File: config.mk
export PLATFORM = sky130hd
export DESIGN_NAME = latch_shift_tx
export DESIGN_NICKNAME = d
export VERILOG_FILES = /design/src/rtl/lstx_pkg.sv /design/src/rtl/lstx_divider.sv /design/src/rtl/lstx_shifter.sv /design/src/rtl/lstx_sequencer.sv /design/src/rtl/latch_shift_tx.sv
export SDC_FILE = /design/constraint.sdc
export NUM_CORES = 1
export LEC_CHECK = 0
export BUFFER_PORTS_ARGS = -buffer_cell sky130_fd_sc_hd__buf_2
export CAP_MARGIN = 20
export CORE_MARGIN = 10
export CORE_UTILIZATION = 51
export DETAILED_ROUTE_END_ITERATION = 8
export PLACE_DENSITY = 0.75
export SLEW_MARGIN = 20
export SYNTH_ARGS = -nofsm -noshare
export SYNTH_HDL_FRONTEND = slang
export SYNTH_SLANG_ARGS = --single-unit
export TNS_END_PERCENT = 5
File: constraint.sdc
create_clock -name clk -period 1.99 [get_ports clk]
set_input_delay 0.199 -clock clk [delete_from_list [all_inputs] [get_ports clk]]
set_output_delay 0.199 -clock clk [all_outputs]
set_load 0.01 [all_outputs]
File: src/rtl/lstx_pkg.sv
// Package: shared phase type for the two-wire latching shift transmitter.
// Assumes: each bit is sent as four equal phases in the listed order.
package lstx_pkg;
    typedef enum logic [1:0] {
        PH_SETUP = 2'd0,   // clock low, data = bit value
        PH_RISE  = 2'd1,   // clock high, data = bit value
        PH_FLAG  = 2'd2,   // clock high, data = latch flag
        PH_FALL  = 2'd3    // clock low, data = latch flag
    } lstx_phase_t;
endpackage

File: src/rtl/lstx_divider.sv
// Module: phase timer. It counts system cycles and pulses `tick` on the last
// cycle of each phase.
// Assumes: `load` arrives only while `run` is low; a zero divider acts as one.
module lstx_divider #(
    parameter int DIV_W = 8
) (
    input  logic             clk,
    input  logic             rst_n,
    input  logic             load,
    input  logic [DIV_W-1:0] div_val,
    input  logic             run,
    output logic             tick
);
    logic [DIV_W-1:0] lim_q;
    logic [DIV_W-1:0] cnt_q;

    // Purpose: flag the last cycle of the current phase.
    always_comb begin
        tick = run && (cnt_q == lim_q - DIV_W'(1));
    end

    // Purpose: capture the phase length at acceptance and run the counter.
    always_ff @(posedge clk) begin
        if (!rst_n) begin
            lim_q <= DIV_W'(1);
            cnt_q <= '0;
        end else if (load) begin
            lim_q <= (div_val == '0) ? DIV_W'(1) : div_val;
            cnt_q <= '0;
        end else if (run) begin
            cnt_q <= tick ? '0 : cnt_q + DIV_W'(1);
        end
    end
endmodule

File: src/rtl/lstx_shifter.sv
// Module: word holder. It loads the parallel word and shifts it left once per
// completed bit.
// Assumes: `load` and `shift` are never high in the same cycle.
module lstx_shifter #(
    parameter int WORD_W = 12
) (
    input  logic              clk,
    input  logic              rst_n,
    input  logic              load,
    input  logic [WORD_W-1:0] word,
    input  logic              shift,
    output logic              bit_out
);
    logic [WORD_W-1:0] sreg_q;

    // Purpose: present the bit that is currently being sent.
    always_comb begin
        bit_out = sreg_q[WORD_W-1];
    end

    // Purpose: load the word at acceptance, then move the next bit to the top.
    always_ff @(posedge clk) begin
        if (!rst_n) begin
            sreg_q <= '0;
        end else if (load) begin
            sreg_q <= word;
        end else if (shift) begin
            sreg_q <= {sreg_q[WORD_W-2:0], 1'b0};
        end
    end
endmodule

File: src/rtl/lstx_sequencer.sv
// Module: bit and phase sequencer. It accepts start requests, steps through
// four phases per bit, counts the bits, and emits busy and done.
// Assumes: `tick` comes from a timer that is loaded at the same acceptance.
module lstx_sequencer #(
    parameter int WORD_W = 12
) (
    input  logic                clk,
    input  logic                rst_n,
    input  logic                start,
    input  logic                tick,
    output logic                busy,
    output logic                done,
    output lstx_pkg::lstx_phase_t phase,
    output logic                last_bit,
    output logic                load,
    output logic                shift
);
    import lstx_pkg::*;

    localparam int CNT_W = (WORD_W > 1) ? $clog2(WORD_W) : 1;
    localparam logic [CNT_W-1:0] LAST_IDX = CNT_W'(WORD_W - 1);

    logic [CNT_W-1:0] idx_q;

    // Purpose: decode acceptance, last-bit state and shift strobe.
    always_comb begin
        load     = start && !busy;
        last_bit = (idx_q == LAST_IDX);
        shift    = busy && tick && (phase == PH_FALL) && !last_bit;
    end

    // Purpose: advance phases and bits, and end the word with a done pulse.
    always_ff @(posedge clk) begin
        if (!rst_n) begin
            busy  <= 1'b0;
            done  <= 1'b0;
            phase <= PH_SETUP;
            idx_q <= '0;
        end else begin
            done <= 1'b0;
            if (load) begin
                busy  <= 1'b1;
                phase <= PH_SETUP;
                idx_q <= '0;
            end else if (busy && tick) begin
                case (phase)
                    PH_SETUP: phase <= PH_RISE;
                    PH_RISE:  phase <= PH_FLAG;
                    PH_FLAG:  phase <= PH_FALL;
                    default: begin
                        phase <= PH_SETUP;
                        if (last_bit) begin
                            busy <= 1'b0;
                            done <= 1'b1;
                        end else begin
                            idx_q <= idx_q + CNT_W'(1);
                        end
                    end
                endcase
            end
        end
    end
endmodule

File: src/rtl/latch_shift_tx.sv
// Module: two-wire latching shift transmitter (top). It serializes one word
// per start request and marks the final falling clock edge with data high.
// Assumes: the receiver samples data on the rising clock edge and latches on
// a falling edge with data high. Outputs are decoded from registered state.
module latch_shift_tx #(
    parameter int WORD_W = 12,
    parameter int DIV_W  = 8
) (
    input  logic              clk,
    input  logic              rst_n,
    input  logic [WORD_W-1:0] word_in,
    input  logic              start,
    input  logic [DIV_W-1:0]  div_in,
    output logic              sclk,
    output logic              sdata,
    output logic              busy,
    output logic              done
);
    import lstx_pkg::*;

    logic        tick;
    logic        load;
    logic        shift;
    logic        last_bit;
    logic        cur_bit;
    lstx_phase_t phase;

    lstx_sequencer #(.WORD_W(WORD_W)) u_seq (
        .clk      (clk),
        .rst_n    (rst_n),
        .start    (start),
        .tick     (tick),
        .busy     (busy),
        .done     (done),
        .phase    (phase),
        .last_bit (last_bit),
        .load     (load),
        .shift    (shift)
    );

    lstx_divider #(.DIV_W(DIV_W)) u_div (
        .clk     (clk),
        .rst_n   (rst_n),
        .load    (load),
        .div_val (div_in),
        .run     (busy),
        .tick    (tick)
    );

    lstx_shifter #(.WORD_W(WORD_W)) u_shf (
        .clk     (clk),
        .rst_n   (rst_n),
        .load    (load),
        .word    (word_in),
        .shift   (shift),
        .bit_out (cur_bit)
    );

    // Purpose: map the phase onto the clock level and data meaning.
    always_comb begin
        sclk  = busy && ((phase == PH_RISE) || (phase == PH_FLAG));
        sdata = busy && (((phase == PH_SETUP) || (phase == PH_RISE)) ? cur_bit : last_bit);
    end
endmodule

==> flow_summary_export.csv <==
group,metric,value,unit
synthesis,ys_ff_latch,36,
floorplanning,core_region_area,3633,um2
timing,fin_ws,-270.0,ps
clock_tree,cts_inserted_buffers,5,
floorplanning,die_area,6607,um2
clock_tree,root_buffer,"clkbuf_8",
floorplanning,row_count,22,
grt,grt_pass1_wl,7521,um
synthesis,synthArstFlopShare,0,%
synthesis,synth_edf_count,0,
cells_and_area,diodes,0,
detailed_routing,dr.pass1.iters,4,
floorplanning,fp.dieH,81.29,um
power,leakage,0.9735,nW
detailed_routing,dr_total_vias,1713,
clock_tree,cts_tree,"done",
worst_setup_path,worstSetupPathType,"reg -> reg",
detailed_routing,viasPerCell,5.455,
timing,setup_viol,27,
worst_setup_path,critPathRequiredTime,2210,ps
clock_tree,cts_max_path_buffers,2,
clock_tree,clkSinkCount,36,
timing,period_share,113.6,%
detailed_routing,drc_errors,0,
synthesis,netlist_instances,225,
timing,fin_skew,5.529,ps
synthesis,synth_area,1916,um2
worst_setup_path,cp.buffers_inverters,1,
worst_setup_path,startpoint_type,"flip-flop",
floorplanning,num_io_pins,27,
placed_design,placed_area,2252,um2
clock_tree,ctsHoldBuffers,0,
worst_setup_path,critPathSlowestCell,"or4_4",
detailed_routing,wl_per_cell,14.07,um
timing,fin_hold_ws,154.1,ps
placed_design,io_buffers,26,
hold_path,worstHoldPathType,"in -> reg",
placed_design,place_hpwl,3137,um
cells_and_area,final_core_util,66.53,%
synthesis,yosys_warnings,0,
clock_tree,htree_levels,2,
floorplanning,start_util,52.72,%
run_status,violations,"negative setup slack",
synthesis,synth_nets,256,
timing,grt_setup_unrepaired,"yes",
cells_and_area,final_nets,296,
worst_setup_path,critPathTopFamily,"simple AND/OR/NAND/NOR gates",
cells_and_area,syn2layout_area_growth,26.19,%
clock_tree,clk_pin_slew_worst_paths,70,ps
grt,antenna_found_initial,0,
worst_setup_path,path_max_fanout,5,
grt,grt-ovfl-total,0,
detailed_routing,drtAntennaViolNets,0,
worst_setup_path,critPathMaxStageDelay,540,ps
timing,fmaxAchievable,442.5,MHz
cells_and_area,fillers,314,
worst_setup_path,crit_path_end_kind,"flip-flop",
timing,hold_violations,0,
synthesis,ys.flop_type,"dfxtp_1",
detailed_routing,drt_iter0_markers,80,
cells_and_area,drive_gt1_share,32.71,%
worst_setup_path,worstPathCellList,"or4_4 -> or3_4 -> nand2_2 -> nand4_1 -> buf_4 -> or4_1 -> a21oi_1",
timing,min_period,2260,ps
floorplanning,die_w,81.29,um
worst_setup_path,cp.arrival,2480,ps
synthesis,seq_area_frac_synth,37.62,%
synthesis,synth_cell_types,37,
synthesis,syn_avg_cell_area,8.514,um2
timing,worst_pin_slew,410.8,ps
placed_design,place_congestion,0.7707,
run,cap_viol_max_count,0,
cells_and_area,stdcell_count,314,
placed_design,dp_cells,305,
timing,relSlewSlack,72.62,%
detailed_routing,wirelength,4419,um
timing,setup_tns,-3344,ps
power,p_per_area,641.7,nW/um2
grt,grt_max_degree,34,
cells_and_area,final_area,2417,um2
clock_tree,clkLatencyLatePin,290,ps
run_status,outcome,"finished with violations",
grt,first_global_vias,1749,
power,ir_worst_vdd,0.0005957,V
grt,grtUsageTotal,14.22,%
timing,slew_viol_final,0,
==> stage by stage <==
stage	power (mW)	setup WS, ps
2_1_floorplan	0.9390	-22.25
3_3_place_gp	1.021	-146.1
3_5_place_dp	1.028	-211.3
4_1_cts	1.563	-242.4
5_1_grt	1.630	-347.5
6_report	1.551	-270.0
==> cells in the mapped netlist (4+ instances only) <==
cell type,number,area share [%]
dfxtp_1,36,38
nor2_1,24,4.7
nand2_1,22,4.3
nor3_1,15,3.9
o21ai_0,14,3.7
a211oi_2,10,6.5
clkbuf_1,9,1.8
xor2_1,9,4.1
ha_1,8,5.2
a21boi_0,7,2.7
a21oi_1,7,1.8
inv_1,6,1.2
nand3_1,6,1.6
xnor2_1,6,2.7
or4_1,5,2.0
nand4_1,4,1.3
o31ai_1,4,1.6
==> cell usage in the layout, fill, tap and decap left out, types with 3 or more instances in the layout <==
cell type | synthesis | final
nor2_1 | 24 | 22
mux2i_1 | 3 | 3
and3_1 | 3 | 3
clkbuf_8 | 0 | 6
nand4_1 | 4 | 4
xor2_1 | 9 | 9
xnor2_1 | 6 | 6
nor3_2 | 0 | 11
or4_1 | 5 | 5
inv_1 | 6 | 6
nand2b_1 | 3 | 3
buf_4 | 0 | 18
buf_2 | 3 | 26
a21boi_0 | 7 | 7
dfxtp_1 | 36 | 34
a211oi_2 | 10 | 10
nand2_1 | 22 | 21
o21ai_0 | 14 | 14
ha_1 | 8 | 8
nand3_1 | 6 | 6
a21oi_1 | 7 | 7
==> timing repair <==
action	in CTS	in global routing
setup buffers	1	0
gates resized for setup	10	6
hold endpoints to repair	0	0
pin swaps	3	0
endpoints found under the setup margin	27	28
gates cloned	0	0
==> layout make-up <==
type,instances,area (um2),area share (%)
Multi-Input combinational cell,171,1236,51.14
Sequential cell,36,723.2,29.92
Timing Repair Buffer,45,285.3,11.80
Clock buffer,8,90.09,3.727
Tap cell,48,60.06,2.484
Inverter,6,22.52,0.9317
==> report_power, final <==
part	internal [mW]	switching, mW	leakage (nW)
registers	0.754	0.0246	0.295
logic	0.115	0.130	0.633
clock network	0.282	0.246	0.0455
total	1.15	0.401	0.974
==> sequential cells by signal, summed over array words and instances, names as in the netlist <==
name          flops
u_shf.sreg_q     12
u_div.cnt_q       8
u_div.lim_q       8
u_seq.idx_q       4
u_seq.phase       2
u_seq.busy        1
u_seq.done        1
==> worst reg2reg max path, stage by stage, from the launching register on <==
cell and delay, ps:
dfxtp_2 330, or4_4 540, or3_4 390, nand2_2 70
nand4_1 140, buf_4 190, or4_1 400, a21oi_1 140
==> kinds of logic (layout without fill, tap and decap cells) <==
group / after synthesis / after routing / synth area share [%]
simple gates: 96 / 96 / 25.02
compound gates: 49 / 49 / 19.99
flops: 36 / 36 / 37.62
buf+inv: 18 / 59 / 3.723
xor+xnor: 15 / 15 / 6.858
fa+ha+maj: 8 / 8 / 5.226
mux: 3 / 3 / 1.568
==> path summary, 6_finish.rpt <==
| kind | startpoint | endpoint | slack [ps] | depth (start not counted) |
|---|---|---|---|---|
| worst max register to register | u_div.lim_q[0]$_SDFFE_PN1P_ | u_seq.idx_q[3]$_SDFFE_PP0P_ | -270 | 7 |
| worst min-delay path | word_in[0] | u_shf.sreg_q[0]$_SDFFE_PN0P_ | 150 | 3 |
| worst max-delay path | u_div.lim_q[0]$_SDFFE_PN1P_ | u_seq.idx_q[3]$_SDFFE_PP0P_ | -270 | 7 |
| worst min register to register | u_div.lim_q[7]$_SDFFE_PN0P_ | u_div.lim_q[7]$_SDFFE_PN0P_ | 480 | 2 |
==> metal layers <==
layer | routed length, um | track usage, % | share of wire [%]
met4 | 144 | 8.131 | 3.3
met1 | 1988 | 16.10 | 45
met3 | 188 | 4.305 | 4.3
met2 | 2097 | 23.22 | 47
met5 | 0 | 0 | 0
Power figures use the tool's default switching activity.
